<file path="src/rtl/hdx_pkg.sv">
package hdx_pkg;

  typedef enum logic [1:0] {
    DIR_RX  = 2'd0,
    DIR_GAP = 2'd1,
    DIR_TX  = 2'd2
  } dir_state_e;

  // master cycles in one bit for a given select code
  function automatic int unsigned bit_period(input int unsigned base, input int unsigned sel);
    return base << sel;
  endfunction

  // guard interval between release of the line and first transmit edge
  function automatic int unsigned gap_cycles(input int unsigned period);
    return 2 * period;
  endfunction

  // divider output level for a phase within one bit
  function automatic logic free_clk_level(input int unsigned phase, input int unsigned period);
    return phase < (period / 2);
  endfunction

endpackage

</file>
<file path="src/rtl/hdx_sync.sv">
module hdx_sync #(
  parameter int unsigned STAGES = 2
) (
  input  logic clk_i,
  input  logic rst_ni,
  input  logic d_i,
  output logic q_o
);
  logic [STAGES-1:0] chain;

  always_ff @(posedge clk_i or negedge rst_ni) begin
    if (!rst_ni) chain <= '0;
    else         chain <= {chain[STAGES-2:0], d_i};
  end

  assign q_o = chain[STAGES-1];
endmodule

</file>
<file path="src/rtl/hdx_phase_ctr.sv">
module hdx_phase_ctr #(
  parameter int unsigned CNT_W = 12
) (
  input  logic             clk_i,
  input  logic             rst_ni,
  input  logic             restart_i,
  input  logic             in_gap_i,
  input  logic [CNT_W-1:0] period_i,
  input  logic [CNT_W-1:0] gap_last_i,
  output logic [CNT_W-1:0] phase_o,
  output logic             wrap_o,
  output logic             gap_done_o
);
  logic [CNT_W-1:0] phase_q;
  logic [CNT_W-1:0] bit_last;

  assign bit_last   = period_i - CNT_W'(1);
  assign wrap_o     = !in_gap_i && (phase_q >= bit_last);
  assign gap_done_o = in_gap_i && (phase_q == gap_last_i);

  always_ff @(posedge clk_i or negedge rst_ni) begin
    if (!rst_ni)        phase_q <= '0;
    else if (restart_i) phase_q <= '0;
    else if (wrap_o)    phase_q <= '0;
    else                phase_q <= phase_q + CNT_W'(1);
  end

  assign phase_o = phase_q;
endmodule

</file>
<file path="src/rtl/hdx_dir_fsm.sv">
module hdx_dir_fsm
  import hdx_pkg::*;
(
  input  logic       clk_i,
  input  logic       rst_ni,
  input  logic       req_i,
  input  logic       gap_done_i,
  input  logic       wrap_i,
  output dir_state_e state_o,
  output logic       restart_o,
  output logic       open_o,
  output logic       capture_o,
  output logic       to_rx_o
);
  dir_state_e state_q, state_d;

  always_comb begin
    state_d = state_q;
    unique case (state_q)
      DIR_RX:  if (req_i) state_d = DIR_GAP;
      DIR_GAP: begin
        if (!req_i)          state_d = DIR_RX;
        else if (gap_done_i) state_d = DIR_TX;
      end
      DIR_TX:  if (!req_i) state_d = DIR_RX;
      default: state_d = DIR_RX;
    endcase
  end

  always_ff @(posedge clk_i or negedge rst_ni) begin
    if (!rst_ni) state_q <= DIR_RX;
    else         state_q <= state_d;
  end

  assign state_o   = state_q;
  assign restart_o = (state_d != state_q);
  assign open_o    = (state_q == DIR_GAP) && (state_d == DIR_TX);
  assign capture_o = open_o || ((state_q == DIR_TX) && (state_d == DIR_TX) && wrap_i);
  assign to_rx_o   = (state_q != DIR_RX) && (state_d == DIR_RX);
endmodule

</file>
<file path="src/rtl/hdx_clock_dir_ctrl.sv">
module hdx_clock_dir_ctrl
  import hdx_pkg::*;
#(
  parameter int unsigned BASE_DIV    = 128,
  parameter int unsigned SEL_W       = 2,
  parameter int unsigned SYNC_STAGES = 2
) (
  input  logic             clk_i,
  input  logic             rst_ni,
  input  logic [SEL_W-1:0] rate_sel_i,
  input  logic             tx_mode_i,
  input  logic             tx_data_i,
  input  logic             rx_clk_i,
  input  logic             rx_lock_i,
  input  logic             rx_data_i,
  output logic             data_clk_o,
  output logic             pin_oe_o,
  output logic             pin_out_o,
  output logic             tx_bit_o,
  output logic             tx_path_en_o
);
  localparam int unsigned MAX_PERIOD = BASE_DIV << ((1 << SEL_W) - 1);
  localparam int unsigned CNT_W      = $clog2(MAX_PERIOD) + 2;

  // named internal events, observed by the bound checker
  logic             req_sync;
  dir_state_e       dir_state;
  logic             evt_restart;
  logic             evt_open;
  logic             evt_capture;
  logic             evt_to_rx;
  logic             evt_wrap;
  logic             evt_gap_done;
  logic [CNT_W-1:0] phase;
  logic [CNT_W-1:0] period;
  logic [CNT_W-1:0] gap_last;
  logic             in_gap;
  logic             free_clk;

  assign period   = CNT_W'(bit_period(BASE_DIV, 32'(rate_sel_i)));
  assign gap_last = CNT_W'(gap_cycles(32'(period)) - 1);
  assign in_gap   = (dir_state == DIR_GAP);
  assign free_clk = free_clk_level(32'(phase), 32'(period));

  hdx_sync #(.STAGES(SYNC_STAGES)) u_sync (
    .clk_i  (clk_i),
    .rst_ni (rst_ni),
    .d_i    (tx_mode_i),
    .q_o    (req_sync)
  );

  hdx_dir_fsm u_fsm (
    .clk_i      (clk_i),
    .rst_ni     (rst_ni),
    .req_i      (req_sync),
    .gap_done_i (evt_gap_done),
    .wrap_i     (evt_wrap),
    .state_o    (dir_state),
    .restart_o  (evt_restart),
    .open_o     (evt_open),
    .capture_o  (evt_capture),
    .to_rx_o    (evt_to_rx)
  );

  hdx_phase_ctr #(.CNT_W(CNT_W)) u_ctr (
    .clk_i      (clk_i),
    .rst_ni     (rst_ni),
    .restart_i  (evt_restart),
    .in_gap_i   (in_gap),
    .period_i   (period),
    .gap_last_i (gap_last),
    .phase_o    (phase),
    .wrap_o     (evt_wrap),
    .gap_done_o (evt_gap_done)
  );

  // transmit retiming register and path gate
  always_ff @(posedge clk_i or negedge rst_ni) begin
    if (!rst_ni) begin
      tx_bit_o     <= 1'b0;
      tx_path_en_o <= 1'b0;
    end else begin
      if (evt_capture) tx_bit_o <= tx_data_i;
      if (evt_open)       tx_path_en_o <= 1'b1;
      else if (evt_to_rx) tx_path_en_o <= 1'b0;
    end
  end

  // clock source and line direction
  always_comb begin
    unique case (dir_state)
      DIR_GAP: data_clk_o = 1'b0;
      DIR_RX:  data_clk_o = rx_lock_i ? rx_clk_i : free_clk;
      default: data_clk_o = free_clk;
    endcase
  end

  assign pin_oe_o  = (dir_state == DIR_RX);
  assign pin_out_o = pin_oe_o & rx_data_i;
endmodule

</file>
<file path="config.mk">
export PLATFORM = sky130hd
export DESIGN_NAME = hdx_clock_dir_ctrl
export DESIGN_NICKNAME = d
export VERILOG_FILES = /design/src/rtl/hdx_pkg.sv /design/src/rtl/hdx_sync.sv /design/src/rtl/hdx_phase_ctr.sv /design/src/rtl/hdx_dir_fsm.sv /design/src/rtl/hdx_clock_dir_ctrl.sv
export SDC_FILE = /design/constraint.sdc
export NUM_CORES = 1
export LEC_CHECK = 0
export BUFFER_PORTS_ARGS = -buffer_cell sky130_fd_sc_hd__buf_2
export CORE_ASPECT_RATIO = 0.7
export CORE_MARGIN = 2
export CORE_UTILIZATION = 35
export CTS_BUF_LIST = sky130_fd_sc_hd__clkbuf_4
export DETAILED_ROUTE_END_ITERATION = 10
export PLACE_DENSITY = 0.59
export SLEW_MARGIN = 20
export SYNTH_ARGS = -nofsm -noshare
export SYNTH_HDL_FRONTEND = slang
export SYNTH_HIERARCHICAL = 1
export SYNTH_SLANG_ARGS = --single-unit
</file>
<file path="constraint.sdc">
create_clock -name clk_i -period 3.35 [get_ports clk_i]
set_clock_uncertainty 0.05 [all_clocks]
set_input_delay 0.335 -clock clk_i [delete_from_list [all_inputs] [get_ports clk_i]]
set_output_delay 0.335 -clock clk_i [all_outputs]
set_load 0.01 [all_outputs]
</file>
==> impl_metrics.ini, run 1 <==
[run_status]
outcome = complete, no violations

[critical_path]
startpoint = rate_sel_i[1]
critPathLaunchType = input port
crit_required_ns = 3.48
setup.worst_path.class = input port to flop
r2r_cells = 7
r2r-start = u_ctr/phase_o[10]
worst-path-max-fanout = 5
crit_arrival_ns = 2.94
cp-end-kind = flop

[die]
core_area_um2 = 4300
die_y_um = 59.8
dieArea_um2 = 5000
die_w_um = 83.7
start_util = 0.361
row_count = 20
io_pins = 14

[logic_synthesis]
synth-simple-area-share = 0.237
synth_top_family_by_area = simple AND/OR/NAND/NOR gates
synth-compound-area-share = 0.0981
syn_inst = 171
synthesis.area_um2 = 1560
synthAdderAreaFrac = 0.145
synth_warnings = 6
synthMuxAreaShare = 0.00724
synthXorXnorAreaFrac = 0.180
post_synth_num_cell_types = 39
ys_ff_latch = 18
ys_seq_area_frac = 0.290
synth_area_per_cell_um2 = 9.09

[routing]
viasPerCell = 4.50
num_vias = 1225
ant_nets = 0
first_pass_iters = 4
drtIter0Drc = 52
wirelength_um = 3030
avgRoutedWirePerCell_um = 11.1
route.detailed.drc = 0

[cells_and_area]
nFillCells = 461
final_util = 0.424
fin_nets = 246
multi_input_area_um2 = 1160
regArea_um2 = 450
diodes = 0
layout-drive-gt1-share = 0.120
area_delta_synth_final_pct = 17.5

[placed_design]
dp_hpwl_um = 2460
place_congestion = 0.779
portBuffers = 13

[power_and_ir_drop]
p_leak_nw = 0.901
p_clk_frac = 0.235
p_int_mw = 0.315
power_density_nw_per_um2 = 245
comb_power_share = 0.231
p_seq_frac = 0.534
switchingPower_mw = 0.132
ir_worst_vdd_uv = 180
swShare = 0.295

[clock_tree]
cts_tree = done
worstSkewPairLatency_ns = 0.29
cts_made_buffers = 3
ctsRootBufferMaster = clkbuf_4
clkTransAtPathRegs_ns = 0.09
cts_sinks = 18
clk_path_buf_depth = 2
h-tree-depth = 1

[worst_hold_path]
whs_path_depth = 1
worst_hold_path_type = input port to flop
hp-start = tx_mode_i

[run]
maxCapViolCount = 0

[sta]
tns_ns = 0
finalCriticalPeriod_ns = 2.81
fin_crit_sh = 0.839
max_freq_mhz = 356
slew_violations = 0
rsz0062_at_grt = no
finalSetupViolations = 0
tightestPinTransition_ns = 0.499
hold_viol = 0
relSlewSlack = 0.664

[global_route]
grt_pass1_vias = 1167
overflow = 0
antenna_found_initial = 0
track_usage = 0.143
grt_max_degree = 19
grt_pass1_wl_um = 5620
cells in the final DEF (no fill, tap or decap), types with 2 or more instances in the layout:
master    netlist  final
a21o_1          3      3
a21oi_1         6      6
buf_2           0     13
clkbuf_4        0      3
conb_1          2     33
dfrtp_1        18     18
ha_1           18     18
inv_1          11     11
nand2_1         9      9
nand2b_1        3      3
nand3_1         3      3
nand3b_1        2      2
nand4_1         6      6
nor2_1         11     11
nor2b_1         3      3
nor3_1         17     17
nor4_1          3      3
or2_2           2      2
xnor2_1        21     21
xor2_1         11     11
flip-flops by register name (all words and copies together), names as in the netlist:
register       count
u_ctr/phase_o     12
u_fsm/state_o      2
u_sync/chain       2
tx_path_en_o       1
tx_bit_o           1
per-stage QoR:
stage	setup WS, ns	cells	area [µm²]	total power, mW	hold slack, ns
after floorplan	0.305	202	1670	0.319	-0.0106
after global placement	0.311	268	1790	0.344	0.238
after detailed placement	0.222	268	1790	0.345	0.243
after CTS	0.547	272	1830	0.453	0.0826
after global routing	0.339	272	1830	0.483	0.0731
final	0.540	272	1830	0.447	0.0928
cell type report:
cell class                      count  share of cell area
Multi-Input combinational cell    170               0.636
Sequential cell                    18               0.247
Clock buffer                        3              0.0123
Inverter                           11              0.0226
Tap cell                           55              0.0377
Timing Repair Buffer               15              0.0452
cells by family after synthesis:
family | after synthesis
fa+ha+maj | 18
flops | 18
mux | 1
buf+inv | 14
simple gates | 66
other cells | 2
compound gates | 20
xor+xnor | 32
worst max-delay path: stages:
cell and delay, ns:
buf_2 0.12, nand2b_1 0.13, inv_1 0.07, or4_4 0.51, nor4_4 0.23, xnor2_1 0.10
ha_1 0.30, nand4_1 0.13, o41ai_2 0.36, nand3b_1 0.12, a21oi_1 0.19, mux2_2 0.34
cell usage after synthesis:
cell type | instances | area [µm²]
a211oi_1 | 1 | 7.51
a21boi_0 | 1 | 7.51
a21o_1 | 3 | 22.5
a21oi_1 | 6 | 30.0
a221oi_1 | 1 | 8.76
a31o_1 | 1 | 8.76
a32oi_1 | 1 | 8.76
and2_1 | 1 | 6.26
and3_1 | 1 | 6.26
buf_6 | 1 | 11.3
clkbuf_1 | 2 | 7.51
conb_1 | 2 | 7.51
dfrtp_1 | 18 | 450
ha_1 | 18 | 225
inv_1 | 11 | 41.3
mux2_2 | 1 | 11.3
nand2_1 | 9 | 33.8
nand2b_1 | 3 | 18.8
nand3_1 | 3 | 15.0
nand3b_1 | 2 | 15.0
nand4_1 | 6 | 37.5
nor2_1 | 11 | 41.3
nor2b_1 | 3 | 18.8
nor3_1 | 17 | 85.1
nor3_2 | 1 | 10.0
nor3b_1 | 1 | 7.51
nor4_1 | 3 | 18.8
nor4_4 | 1 | 21.3
o211ai_2 | 1 | 12.5
o21a_1 | 1 | 7.51
o21ai_1 | 1 | 5.00
o21ba_2 | 1 | 10.0
o31ai_1 | 1 | 7.51
o41ai_2 | 1 | 16.3
or2_2 | 2 | 12.5
or3b_1 | 1 | 8.76
or4_4 | 1 | 11.3
xnor2_1 | 21 | 184
xor2_1 | 11 | 96.3
power groups by stage:
stage	sequential, mW	combinational [mW]	clock [mW]
after floorplan	0.240	0.0789	0
after global placement	0.244	0.0999	0
after detailed placement	0.244	0.101	0
after CTS	0.239	0.103	0.110
after global routing	0.241	0.122	0.119
final	0.239	0.103	0.105
layer usage:
layer	GRT usage	routed length, µm	part of all wire
met1	0.221	1730	0.57
met2	0.200	1150	0.38
met4	0.0207	12	0.0040
met5	0	0	0
met3	0.0387	130	0.043
final timing paths:
path | end | slack (ns)
worst max-delay path | tx_bit_o | 0.54
min in group asynchronous | u_fsm/state_o[0] | 0.44
worst min register to register | u_sync/chain[1] | 0.31
worst max register to register | u_ctr/phase_o[9] | 0.76
worst min-delay path | u_sync/chain[0] | 0.09
max in group asynchronous | u_ctr/phase_o[7] | 2.53
what timing repair did:
| action | in CTS | in global routing |
|---|---|---|
| resized for setup | 0 | 0 |
| hold buffers | 1 | 0 |
| endpoints found under the hold margin | 18 | 0 |
| buffers inserted | 0 | 0 |
Note: power is estimated with default switching activity, not from simulation.
==> run 2, diff against run 1 <==
Settings changed: ABC_AREA set to 1, PLACE_DENSITY 0.59 to 0.6.
Clock period 3.35 ns to 2.3 ns, I/O delays scaled along.
==> run 2 against run 1 <==
Compared with the run above: global-route usage increased by 1.8 points; sequential power increased by 44%; setup slack got worse by 0.45 ns; die area increased by 16%; largest power group unchanged; synthesized cell count increased by 57%.
==> impl_metrics.ini, run 2 <==
[placed_design]
dpl.cell_count = 395
place_congestion = 0.881
dp_hpwl_um = 3520
portBuffers = 13
dp_slack_ns = -0.295

[sta]
timing.final.ws_setup_ns = 0.0936
slew_violations = 0
finalSetupViolations = 0
hold_viol = 0
fin_crit_sh = 0.959
finalCriticalPeriod_ns = 2.21
max_freq_mhz = 453

[logic_synthesis]
yosysTopAreaCell = dfrtp_1
synthesis.area_um2 = 1830
ys_ff_latch = 18
async_flop_share = 1.00
synth_top_area_share = 0.247
synth_commonest_cells = 61 x nand2_1, 50 x inv_1, 27 x nor2_1
synth_warnings = 6
syn_inst = 269
synth_edf_count = 0
synth_area_leaders = dfrtp_1 25%, nand2_1 13%, ha_1 12%, inv_1 10%, nor2_1 5.5%
post_synth_num_cell_types = 29
ys_seq_area_frac = 0.247
synth_area_per_cell_um2 = 6.79
yosysMostFrequentCell = nand2_1
synth_ff_type = dfrtp_1

[global_route]
overflow = 0
antenna_found_initial = 0
track_usage = 0.161
grt_pass1_vias = 1655
grt_pass1_wl_um = 7570
grt_max_degree = 19

[die]
die_w_um = 90.4
io_pins = 14
die_y_um = 64.4
dieArea_um2 = 5820
start_util = 0.372
core_area_um2 = 4910
row_count = 21

[routing]
ant_nets = 0
wirelength_um = 4330
viasPerCell = 4.33
num_vias = 1737
avgRoutedWirePerCell_um = 10.8
drtIter0Drc = 68
first_pass_iters = 4
route.detailed.drc = 0

[clock_tree]
cts_tree = done
worstSkewPairLatency_ns = 0.29
h-tree-depth = 1
cts_sinks = 18
clk_path_buf_depth = 2
ctsRootBufferMaster = clkbuf_4
cts_made_buffers = 3
clkTransAtPathRegs_ns = 0.10

[critical_path]
cp-end-kind = flop
crit_required_ns = 2.44
worst-path-max-fanout = 3
critPathLaunchType = input port
worst-path-buf-inv = 5
cp_slowest_cell = mux2_4
setup.worst_path.class = input port to flop
cpPeakStageDelay_ns = 0.31
cp_top_family = simple AND/OR/NAND/NOR gates
worstPathCellList = buf_6, inv_6, nor2_4, inv_2, nand4_1, nor2_1, nand2_1, xnor2_1, inv_1, ha_4, nand2_4, nor2_4, nand2_2, nor2_2, nand2_2, a21oi_2, inv_1, o21ai_2, mux2_4
crit_arrival_ns = 2.34

[cells_and_area]
nFillCells = 518
final_util = 0.479
diodes = 0
layout_common_cells = 55 x nand2_1, 44 x inv_1, 33 x conb_1
layout-drive-gt1-share = 0.244
final_cells = 401
largest_register_ffs = 12
final_common_cell = nand2_1
area_delta_synth_final_pct = 28.8
fin_nets = 360

[worst_hold_path]
worst_hold_path_type = input port to flop

[power_and_ir_drop]
finalPower_mw = 0.722
ir_worst_vdd_uv = 296
power_density_nw_per_um2 = 307
p_leak_nw = 1.29

[run_status]
outcome = complete, no violations

[run]
maxCapViolCount = 0
[run 2: final timing paths]
check / startpoint / end / slack (ns) / cells past startpoint
worst max-delay path: rate_sel_i[0] / tx_bit_o / 0.09 / 19
worst min-delay path: tx_data_i / tx_bit_o / 0.11 / 2
worst max register to register: u_ctr/phase_o[9] / tx_bit_o / 0.24 / 10
worst min register to register: u_sync/chain[0] / u_sync/chain[1] / 0.31 / 0
max in group asynchronous: rst_ni / u_ctr/phase_o[3] / 1.57 / 2
min in group asynchronous: rst_ni / u_ctr/phase_o[10] / 0.34 / 2
[run 2: through the flow]
step | TNS [ns] | hold slack [ns] | area, µm²
after CTS | 0 | 0.105 | 2260
after detailed placement | -0.918 | 0.131 | 2210
after floorplan | 0 | -0.116 | 1960
final | 0 | 0.115 | 2350
after global routing | -0.0329 | 0.0892 | 2350
after global placement | -0.627 | 0.133 | 2210
[run 2: cells by family after synthesis]
logic type | after synthesis | synth area share
xor+xnor | 15 | 0.0719
flops | 18 | 0.247
simple gates | 118 | 0.279
mux | 1 | 0.00616
other cells | 2 | 0.00411
compound gates | 42 | 0.147
buf+inv | 55 | 0.122
fa+ha+maj | 18 | 0.123
[run 2: layout make-up]
cell class | count | area (µm²) | area share
tap | 69 | 86.3 | 0.0367
sequential | 18 | 450 | 0.191
timing repair buffer | 31 | 230 | 0.0978
clock buffer | 3 | 22.5 | 0.00957
clock inverter | 1 | 3.75 | 0.00159
multi-input combinational | 227 | 1360 | 0.578
inverter | 52 | 200 | 0.0851
[run 2: report_power, final]
part	switching, mW	internal (mW)
clock network	0.0930	0.0631
logic	0.131	0.0928
registers	0.0149	0.328
total	0.239	0.483
[run 2: what timing repair did]
action	CTS	global route
hold buffers	2	0
setup buffers	0	0
hold endpoints to repair	19	0
gates resized for setup	0	33
setup endpoints to repair	0	13
[run 2: metal layers]
layer	part of all wire	track usage	up-vias
met5	0	0	-
met4	0.0072	0.0250	0
met3	0.035	0.0314	4
met2	0.39	0.234	28
met1	0.57	0.248	765
li1	-	-	940
